## src/rtl/lri_pkg.sv

```systemverilog
package lri_pkg;
  localparam int unsigned KERNEL_CTX = 0;

  // lowest set bit index of a vector of up to 64 bits
  function automatic logic [5:0] lowest_set(input logic [63:0] v);
    logic [5:0] idx;
    idx = '0;
    for (int i = 63; i >= 0; i--) begin
      if (v[i]) idx = 6'(i);
    end
    return idx;
  endfunction
endpackage

```

## src/rtl/lri_order.sv

```systemverilog
module lri_order import lri_pkg::*; #(
  parameter int unsigned NUM_CTX = 8,
  localparam int unsigned CW = $clog2(NUM_CTX)
) (
  input  logic          clk_i,
  input  logic          rst_ni,
  input  logic          issue_valid_i,
  input  logic [CW-1:0] issue_ctx_i,
  output logic [CW-1:0] lri_ctx_o
);
  localparam int unsigned SLOTS = NUM_CTX - 1;

  // slot 0 is least recent, slot SLOTS-1 most recent
  logic [CW-1:0]    order_q [SLOTS];
  logic [CW-1:0]    order_d [SLOTS];
  logic [SLOTS-1:0] above;
  logic             move;

  always_comb begin
    move     = issue_valid_i && (issue_ctx_i != CW'(KERNEL_CTX));
    above[0] = (order_q[0] == issue_ctx_i);
    for (int i = 1; i < SLOTS; i++) begin
      above[i] = above[i-1] | (order_q[i] == issue_ctx_i);
    end
    for (int i = 0; i < SLOTS - 1; i++) begin
      order_d[i] = (move && above[i]) ? order_q[i+1] : order_q[i];
    end
    order_d[SLOTS-1] = move ? issue_ctx_i : order_q[SLOTS-1];
  end

  always_ff @(posedge clk_i or negedge rst_ni) begin
    if (!rst_ni) begin
      for (int i = 0; i < SLOTS; i++) order_q[i] <= CW'(i + 1);
    end else begin
      for (int i = 0; i < SLOTS; i++) order_q[i] <= order_d[i];
    end
  end

  assign lri_ctx_o = order_q[0];

  logic [NUM_CTX-1:0] present;
  always_comb begin
    present = '0;
    for (int i = 0; i < SLOTS; i++) present[order_q[i]] = 1'b1;
  end


  issue_to_mru_chk: assert property (@(posedge clk_i) disable iff (!rst_ni)
    move |=> (order_q[SLOTS-1] == $past(issue_ctx_i)));

  order_perm_chk: assert property (@(posedge clk_i) disable iff (!rst_ni)
    ($countones(present) == SLOTS) && !present[KERNEL_CTX]);

  kernel_issue_chk: assert property (@(posedge clk_i) disable iff (!rst_ni)
    (issue_valid_i && !move) |=> $stable(order_q[0]) && $stable(order_q[SLOTS-1]));
endmodule

```

## src/rtl/lri_dirty_map.sv

```systemverilog
module lri_dirty_map import lri_pkg::*; #(
  parameter int unsigned NUM_CTX  = 8,
  parameter int unsigned NUM_REGS = 16,
  localparam int unsigned CW = $clog2(NUM_CTX),
  localparam int unsigned RW = $clog2(NUM_REGS)
) (
  input  logic          clk_i,
  input  logic          rst_ni,
  input  logic          wr_valid_i,
  input  logic [CW-1:0] wr_ctx_i,
  input  logic [RW-1:0] wr_reg_i,
  input  logic [CW-1:0] lri_ctx_i,
  input  logic          mem_free_i,
  output logic          lri_clean_o,
  output logic          drib_req_o,
  output logic [RW-1:0] drib_reg_o
);
  localparam int unsigned TOT = NUM_CTX * NUM_REGS;
  localparam int unsigned IW  = $clog2(TOT);

  logic [TOT-1:0]      dirty_q;
  logic [NUM_REGS-1:0] lri_row;
  logic [IW-1:0]       wr_idx, drib_idx;
  logic [TOT-1:0]      set_v, clr_v;

  assign lri_row     = dirty_q[lri_ctx_i * NUM_REGS +: NUM_REGS];
  assign lri_clean_o = ~|lri_row;
  assign drib_req_o  = mem_free_i && !lri_clean_o;
  assign drib_reg_o  = RW'(lowest_set(64'(lri_row)));

  assign wr_idx   = IW'(wr_ctx_i) * IW'(NUM_REGS) + IW'(wr_reg_i);
  assign drib_idx = IW'(lri_ctx_i) * IW'(NUM_REGS) + IW'(drib_reg_o);

  always_comb begin
    set_v = '0;
    clr_v = '0;
    if (wr_valid_i) set_v[wr_idx] = 1'b1;
    if (drib_req_o) clr_v[drib_idx] = 1'b1;
  end

  always_ff @(posedge clk_i or negedge rst_ni) begin
    if (!rst_ni) dirty_q <= '0;
    else         dirty_q <= (dirty_q & ~clr_v) | set_v;
  end


  write_marks_chk: assert property (@(posedge clk_i) disable iff (!rst_ni)
    wr_valid_i |=> dirty_q[$past(wr_idx)]);

  spill_clears_chk: assert property (@(posedge clk_i) disable iff (!rst_ni)
    (drib_req_o && !(wr_valid_i && wr_idx == drib_idx)) |=> !dirty_q[$past(drib_idx)]);

  spill_collide_chk: assert property (@(posedge clk_i) disable iff (!rst_ni)
    (drib_req_o && wr_valid_i && wr_idx == drib_idx) |=> dirty_q[$past(drib_idx)]);
endmodule

```

## src/rtl/lri_stall_gen.sv

```systemverilog
module lri_stall_gen #(
  parameter int unsigned NUM_CTX = 8
) (
  input  logic               clk_i,
  input  logic               rst_ni,
  input  logic [NUM_CTX-1:0] ready_i,
  input  logic               issue_valid_i,
  input  logic               lri_clean_i,
  output logic               stall_o
);
  logic armed_q, stall_q, fire;

  assign fire = (ready_i == '0) && lri_clean_i && armed_q;

  always_ff @(posedge clk_i or negedge rst_ni) begin
    if (!rst_ni) begin
      armed_q <= 1'b1;
      stall_q <= 1'b0;
    end else begin
      stall_q <= fire;
      if (issue_valid_i) armed_q <= 1'b1;
      else if (fire)     armed_q <= 1'b0;
    end
  end

  assign stall_o = stall_q;


  stall_pulse_chk: assert property (@(posedge clk_i) disable iff (!rst_ni)
    stall_q |=> !stall_q);

  stall_idle_chk: assert property (@(posedge clk_i) disable iff (!rst_ni)
    stall_q |-> $past(ready_i == '0));

  stall_clean_chk: assert property (@(posedge clk_i) disable iff (!rst_ni)
    stall_q |-> $past(lri_clean_i));
endmodule

```

## src/rtl/ctx_lri_tracker.sv

```systemverilog
module ctx_lri_tracker import lri_pkg::*; #(
  parameter int unsigned NUM_CTX  = 8,
  parameter int unsigned NUM_REGS = 16,
  localparam int unsigned CW = $clog2(NUM_CTX),
  localparam int unsigned RW = $clog2(NUM_REGS)
) (
  input  logic               clk_i,
  input  logic               rst_ni,
  input  logic [NUM_CTX-1:0] ready_i,
  input  logic               issue_valid_i,
  input  logic [CW-1:0]      issue_ctx_i,
  input  logic               wr_valid_i,
  input  logic [CW-1:0]      wr_ctx_i,
  input  logic [RW-1:0]      wr_reg_i,
  input  logic               mem_free_i,
  output logic [CW-1:0]      lri_ctx_o,
  output logic               dribble_req_o,
  output logic [RW-1:0]      dribble_reg_o,
  output logic               stall_o
);
  logic [CW-1:0] lri_ctx;
  logic          lri_clean;

  lri_order #(.NUM_CTX(NUM_CTX)) i_order (
    .clk_i, .rst_ni,
    .issue_valid_i, .issue_ctx_i,
    .lri_ctx_o (lri_ctx)
  );

  lri_dirty_map #(.NUM_CTX(NUM_CTX), .NUM_REGS(NUM_REGS)) i_dirty (
    .clk_i, .rst_ni,
    .wr_valid_i, .wr_ctx_i, .wr_reg_i,
    .lri_ctx_i   (lri_ctx),
    .mem_free_i,
    .lri_clean_o (lri_clean),
    .drib_req_o  (dribble_req_o),
    .drib_reg_o  (dribble_reg_o)
  );

  lri_stall_gen #(.NUM_CTX(NUM_CTX)) i_stall (
    .clk_i, .rst_ni,
    .ready_i, .issue_valid_i,
    .lri_clean_i (lri_clean),
    .stall_o
  );

  assign lri_ctx_o = lri_ctx;


  lri_not_kernel_chk: assert property (@(posedge clk_i) disable iff (!rst_ni)
    lri_ctx_o != CW'(KERNEL_CTX));
endmodule

```

## config.mk

```make
export PLATFORM = sky130hd
export DESIGN_NAME = ctx_lri_tracker
export DESIGN_NICKNAME = d
export VERILOG_FILES = /design/src/rtl/lri_pkg.sv /design/src/rtl/lri_order.sv /design/src/rtl/lri_dirty_map.sv /design/src/rtl/lri_stall_gen.sv /design/src/rtl/ctx_lri_tracker.sv
export SDC_FILE = /design/constraint.sdc
export NUM_CORES = 1
export LEC_CHECK = 0
export BUFFER_PORTS_ARGS = -buffer_cell sky130_fd_sc_hd__buf_2
export CAP_MARGIN = 20
export CORE_MARGIN = 5
export CORE_UTILIZATION = 39
export DETAILED_ROUTE_END_ITERATION = 10
export PLACE_DENSITY_LB_ADDON = 0.08
export SYNTH_ARGS = -nofsm -noshare
export SYNTH_HDL_FRONTEND = slang
export SYNTH_HIERARCHICAL = 1
export SYNTH_SLANG_ARGS = --single-unit
```

## constraint.sdc

```tcl
create_clock -name clk_i -period 4.7 [get_ports clk_i]
set_input_delay 0.47 -clock clk_i [delete_from_list [all_inputs] [get_ports clk_i]]
set_output_delay 0.47 -clock clk_i [all_outputs]
set_load 0.02 [all_outputs]
```

==> results of run 1 <==
[final cells by class]
type | count | area (µm²) | area share
multi-input cells | 553 | 4070 | 0.436
flip-flops and latches | 151 | 3800 | 0.407
well taps | 275 | 344 | 0.0368
clock buffers | 24 | 472 | 0.0505
clock inverters | 8 | 124 | 0.0133
repair buffers | 48 | 289 | 0.0309
inverters | 63 | 236 | 0.0253
[worst max-delay path, cell delays in order, from the launching register on]
cell	delay [ns]
dfstp_2	0.85
buf_4	0.28
mux4_2	0.53
nor3_1	0.21
a21oi_1	0.16
nor4_4	0.39
nor3b_1	0.55
nor2b_1	0.19
buf_2	0.21
[state kept, by name, indices dropped and copies added (netlist names)]
signal             count
i_dirty/dirty_q      128
i_stall/armed_q        1
i_stall/stall_o        1
i_order/lri_ctx_o      3
i_order/order_q       18
[through the flow]
| stage | area, µm² | hold WS, ns | instances | util | total power [W] |
|---|---|---|---|---|---|
| 2_1_floorplan | 8460 | 0.174 | 831 | - | 0.00337 |
| 3_3_place_gp | 8740 | 0.482 | 1090 | 0.412 | 0.00400 |
| 3_5_place_dp | 8740 | 0.476 | 1090 | 0.412 | 0.00404 |
| 4_1_cts | 9340 | 0.0394 | 1122 | 0.440 | 0.00545 |
| 5_1_grt | 9340 | 0.0681 | 1122 | 0.440 | 0.00571 |
| 6_report | 9340 | 0.0277 | 1122 | 0.440 | 0.00544 |
[where the power goes]
part / switching (W) / internal [W] / leakage [nW]
registers: 0.000344 / 0.00154 / 1.70
clock network: 0.000541 / 0.000863 / 0.284
logic: 0.00136 / 0.000794 / 1.99
total: 0.00224 / 0.00320 / 3.98
[kinds of logic (layout without fill, tap and decap cells)]
group	Yosys count	after routing	share of synthesized area
AOI/OAI and AO/OA	234	234	0.196
and+or+nand+nor	229	229	0.135
muxes	72	72	0.130
xor gates and xnor gates	18	18	0.0186
buffers and inverters	127	143	0.0717
DFF	151	151	0.449
[worst paths after layout]
| kind | slack (ns) | cells past startpoint | end | start |
|---|---|---|---|---|
| hold reg to reg | 0.49 | 1 | i_dirty/dirty_q[19]$_DFF_PN0_ | i_dirty/dirty_q[19]$_DFF_PN0_ |
| hold / removal | 0.03 | 1 | i_dirty/dirty_q[13]$_DFF_PN0_ | rst_ni |
| min in group clk_i | 0.34 | 3 | i_stall/armed_q$_DFFE_PN1P_ | ready_i[7] |
| setup / recovery | 0.43 | 8 | dribble_req_o | i_order/lri_ctx_o[0]$_DFFE_PN1P_ |
| setup reg to reg | 0.98 | 9 | i_dirty/dirty_q[125]$_DFF_PN0_ | i_order/lri_ctx_o[0]$_DFFE_PN1P_ |
| max in group asynchronous | 3.61 | 2 | i_dirty/dirty_q[121]$_DFF_PN0_ | rst_ni |
[metal layers]
| layer | wire length [µm] | vias up | part of all wire | global-route usage |
|---|---|---|---|---|
| met5 | 0 | - | 0 | 0 |
| met4 | 429 | 0 | 0.016 | 0.0533 |
| met3 | 1770 | 38 | 0.066 | 0.0368 |
| met2 | 12300 | 291 | 0.46 | 0.340 |
| met1 | 12200 | 3546 | 0.46 | 0.332 |
| li1 | - | 3086 | - | - |
[cell usage in the layout, fill, tap and decap left out, types with 17 or more instances in the layout]
cell / instances
buf_2: 30
nand2_1: 87
buf_4: 17
o31ai_1: 42
nand3_1: 19
inv_1: 61
o21ai_0: 57
o221ai_1: 32
nor2_1: 24
mux2i_1: 21
mux2_2: 23
nor3_1: 41
mux4_2: 28
o22ai_1: 26
dfrtp_1: 136
clkbuf_16: 17
==> impl_metrics.env, run 1 <==
export IMPL_status="completed"
export IMPL_required_ns=4.23
export IMPL_synthArstFlopShare=1.00
export IMPL_drtIter0Drc=675
export IMPL_synth_area_um2=8460
export IMPL_crit_path_max_fanout=18
export IMPL_cts_resized=0
export IMPL_syn_instance_count=831
export IMPL_worst_ep_arrival_time_ns=3.80
export IMPL_rows=53
export IMPL_totalWireLength_um=26800
export IMPL_first_global_vias=6911
export IMPL_tightest_slew_ns=0.904
export IMPL_die_w_um=157
export IMPL_setup_violations=0
export IMPL_fin_tns_setup_ns=0
export IMPL_postCtsSetupBuffers=0
export IMPL_static_leakage_power_nw=3.98
export IMPL_drv_cap=0
export IMPL_grt_antenna_before_repair=0
export IMPL_cts_made_buffers=17
export IMPL_start_util=0.399
export IMPL_drc=0
export IMPL_synthFlopType="dfrtp_1"
export IMPL_yosysWarningCount=6
export IMPL_hold_viol=0
export IMPL_area_growth_pct=10.4
export IMPL_vias=6961
export IMPL_nNetsFinal=857
export IMPL_powerDensity_nw_per_um2=583
export IMPL_drive_gt1_frac=0.207
export IMPL_synthTopCellsByArea="dfrtp_1, mux4_2, dfstp_2"
export IMPL_grt_usage=0.222
export IMPL_synth_nets=854
export IMPL_critPathLaunchType="register"
export IMPL_ios=32
export IMPL_fin_skew_ns=0.0116
export IMPL_slew_violations=0
export IMPL_path_class="reg2out"
export IMPL_routedWlPerCell_um=23.9
export IMPL_clock_path_buffers=2
export IMPL_finalCritPeriodShare=0.908
export IMPL_grt_pass1_wl_um=42000
export IMPL_setup_ws_ns=0.432
export IMPL_cts_tree="built"
export IMPL_clk_latency_ns=0.42
export IMPL_ys_ff_latch=151
export IMPL_fillCellCount=2043
export IMPL_max_freq_mhz=234
export IMPL_clock_tree_htree_level_count=4
export IMPL_end_kind="output port"
export IMPL_synth_common_cells="dfrtp_1, nand2_1, inv_1, o21ai_0, o31ai_1"
export IMPL_firstDrtPassIters=5
export IMPL_grt_max_degree=63
export IMPL_min_delay_path_class="in2async"
export IMPL_relSlewSlack=0.396
export IMPL_cts_root_buf="clkbuf_16"
export IMPL_dp_final_hpwl_um=18700
export IMPL_peakVddDrop_v=0.000432
export IMPL_post_synth_top_area_cell="dfrtp_1"
export IMPL_finalCriticalPeriod_ns=4.27
export IMPL_die_h_um=157
export IMPL_syn_avg_cell_area_um2=10.2
export IMPL_rsz0062_at_grt="no"
export IMPL_seq_area_frac_synth=0.449
export IMPL_die_area_um2=24700
export IMPL_gp_congestion=0.923
export IMPL_cts_sinks=151
export IMPL_portBuffers=31
export IMPL_cts_hold_buf=0
export IMPL_detail_route_antenna_nets=0
export IMPL_synth_top_area_share=0.408
export IMPL_grt_overflow=0
export IMPL_coreArea_um2=21200
export IMPL_synth_edf_count=0
export IMPL_synthMostInstantiatedCell="dfrtp_1"
export IMPL_via_per_inst=6.20
export IMPL_clk_pin_slew_ns=0.06
export IMPL_diodes=0
export IMPL_pre_cts_ws_ns=0.941
export IMPL_synthDistinctLibCells=67
No activity file was read; power rests on OpenSTA's default activity.
==> inputs of run 2 (changes only) <==
==> constraint.sdc (replaced) <==
create_clock -name clk_i -period 5.4 [get_ports clk_i]
set_input_delay 0.54 -clock clk_i [delete_from_list [all_inputs] [get_ports clk_i]]
set_output_delay 0.54 -clock clk_i [all_outputs]
set_load 0.02 [all_outputs]
==> impl_metrics.env, run 2 (synthesis results as in run 1) <==
export IMPL_status="completed"
export IMPL_drive_gt1_frac=0.209
export IMPL_drc=0
export IMPL_fin_skew_ns=0.00840
export IMPL_postCtsSetupBuffers=0
export IMPL_p_sw_w=0.00197
export IMPL_tightest_slew_ns=0.934
export IMPL_finalCritPeriodShare=0.792
export IMPL_combPwrFrac=0.388
export IMPL_rows=53
export IMPL_cts_sinks=151
export IMPL_nNetsFinal=853
export IMPL_fin_tns_setup_ns=0
export IMPL_diodes=0
export IMPL_first_global_vias=6869
export IMPL_firstDrtPassIters=5
export IMPL_swShare=0.420
export IMPL_drv_cap=0
export IMPL_peakVddDrop_v=0.000302
export IMPL_mostFrequentLayoutCells="dfrtp_1, nand2_1, inv_1, o21ai_0, o31ai_1"
export IMPL_setup_violations=0
export IMPL_grt_usage=0.226
export IMPL_clk_latency_ns=0.43
export IMPL_die_h_um=157
export IMPL_powerDensity_nw_per_um2=503
export IMPL_intPower_w=0.00272
export IMPL_drtIter0Drc=615
export IMPL_clk_pin_slew_ns=0.07
export IMPL_end_kind="output port"
export IMPL_fin_area_um2=9320
export IMPL_grt_max_degree=66
export IMPL_start_util=0.399
export IMPL_path_class="reg2out"
export IMPL_min_delay_path_class="in2async"
export IMPL_die_area_um2=24700
export IMPL_gp_congestion=0.877
export IMPL_required_ns=4.86
export IMPL_layout_commonest_cell="dfrtp_1"
export IMPL_relSlewSlack=0.377
export IMPL_hold_viol=0
export IMPL_rsz0062_at_grt="no"
export IMPL_portBuffers=31
export IMPL_die_w_um=157
export IMPL_grt_pass1_wl_um=42300
export IMPL_grt_antenna_before_repair=0
export IMPL_cts_hold_buf=0
export IMPL_detail_route_antenna_nets=0
export IMPL_vias=6936
export IMPL_cts_resized=0
export IMPL_static_leakage_power_nw=3.97
export IMPL_clockPowerShare=0.262
export IMPL_cts_root_buf="clkbuf_16"
export IMPL_grt_overflow=0
export IMPL_worst_ep_arrival_time_ns=3.74
export IMPL_area_growth_pct=10.2
export IMPL_critPathLaunchType="register"
export IMPL_largest_register_ffs=128
export IMPL_placed_cell_area_um2=8710
export IMPL_max_flop_register="i_dirty/dirty_q"
export IMPL_routedWlPerCell_um=24.2
export IMPL_clock_path_buffers=2
export IMPL_totalWireLength_um=27100
export IMPL_via_per_inst=6.20
export IMPL_coreArea_um2=21200
export IMPL_crit_path_max_fanout=41
export IMPL_dp_final_hpwl_um=18700
export IMPL_share_seq_of_total_power=0.350
export IMPL_finalCriticalPeriod_ns=4.28
export IMPL_cts_made_buffers=17
export IMPL_clock_tree_htree_level_count=4
export IMPL_max_freq_mhz=234
export IMPL_cts_tree="built"
export IMPL_fillCellCount=2049
export IMPL_ios=32
export IMPL_slew_violations=0
run 2: cell types whose count changed in the layout (fill, tap and decap cells not counted):
| cell | change |
|---|---|
| clkbuf_1 | -5 |
| buf_4 | -4 |
| clkinv_4 | +3 |
| inv_8 | +3 |
| bufinv_16 | -2 |
| clkbuf_16 | +2 |
| clkbuf_8 | -2 |
| inv_6 | +2 |
| clkinvlp_4 | -1 |
run 2: worst paths after layout:
path / endpoint / slack, ns / startpoint / cells after the start
setup / recovery: dribble_reg_o[0] / 1.12 / i_order/lri_ctx_o[2]$_DFFE_PN0P_ / 9
hold / removal: i_dirty/dirty_q[93]$_DFF_PN0_ / 0.02 / rst_ni / 1
setup reg to reg: i_dirty/dirty_q[99]$_DFF_PN0_ / 1.37 / i_order/lri_ctx_o[2]$_DFFE_PN0P_ / 10
hold reg to reg: i_dirty/dirty_q[104]$_DFF_PN0_ / 0.50 / i_dirty/dirty_q[104]$_DFF_PN0_ / 2
max in group asynchronous: i_order/lri_ctx_o[1]$_DFFE_PN0P_ / 4.08 / rst_ni / 2
min in group clk_i: i_stall/armed_q$_DFFE_PN1P_ / 0.39 / ready_i[7] / 3
run 2: worst max-delay path, stage by stage, from the launching register on:
cell and delay (ns):
dfrtp_4 0.81, buf_4 0.41, mux2i_1 0.31, nand2_1 0.10, mux4_2 0.49, a221oi_1 0.46, o2111a_1 0.30, o21ai_4 0.07
inv_2 0.13, buf_2 0.19
run 2: through the flow:
| step | power (W) | hold WS [ns] | utilization | setup WS (ns) | instances |
|---|---|---|---|---|---|
| 2_1_floorplan | 0.00293 | 0.244 | - | 2.07 | 831 |
| 3_3_place_gp | 0.00344 | 0.470 | 0.411 | 1.43 | 1086 |
| 3_5_place_dp | 0.00347 | 0.476 | 0.411 | 1.41 | 1086 |
| 4_1_cts | 0.00471 | 0.0368 | 0.439 | 1.13 | 1118 |
| 5_1_grt | 0.00494 | 0.0516 | 0.439 | 0.988 | 1118 |
| 6_report | 0.00469 | 0.0228 | 0.439 | 1.12 | 1118 |
run 2: cell type report:
type	count	area [µm²]	share of cell area
multi-input combinational	553	4070	0.437
sequential	151	3800	0.408
clock buffer	19	475	0.0510
tap	275	344	0.0369
timing repair buffer	44	259	0.0278
inverter	63	236	0.0254
clock inverter	13	134	0.0144
run 2: power groups by stage:
stage	logic (W)	clock network, W	registers, W
2_1_floorplan	0.00148	0	0.00145
6_report	0.00182	0.00123	0.00164
5_1_grt	0.00196	0.00130	0.00168
4_1_cts	0.00181	0.00125	0.00165
3_3_place_gp	0.00178	0	0.00166
3_5_place_dp	0.00180	0	0.00167
run 2: metal layers:
metal | vias to the layer above | global-route usage | routed length, µm
met1 | 3508 | 0.341 | 12700
met2 | 308 | 0.328 | 11800
li1 | 3075 | - | -
met4 | 0 | 0.0770 | 642
met3 | 45 | 0.0407 | 1940
met5 | - | 0 | 0
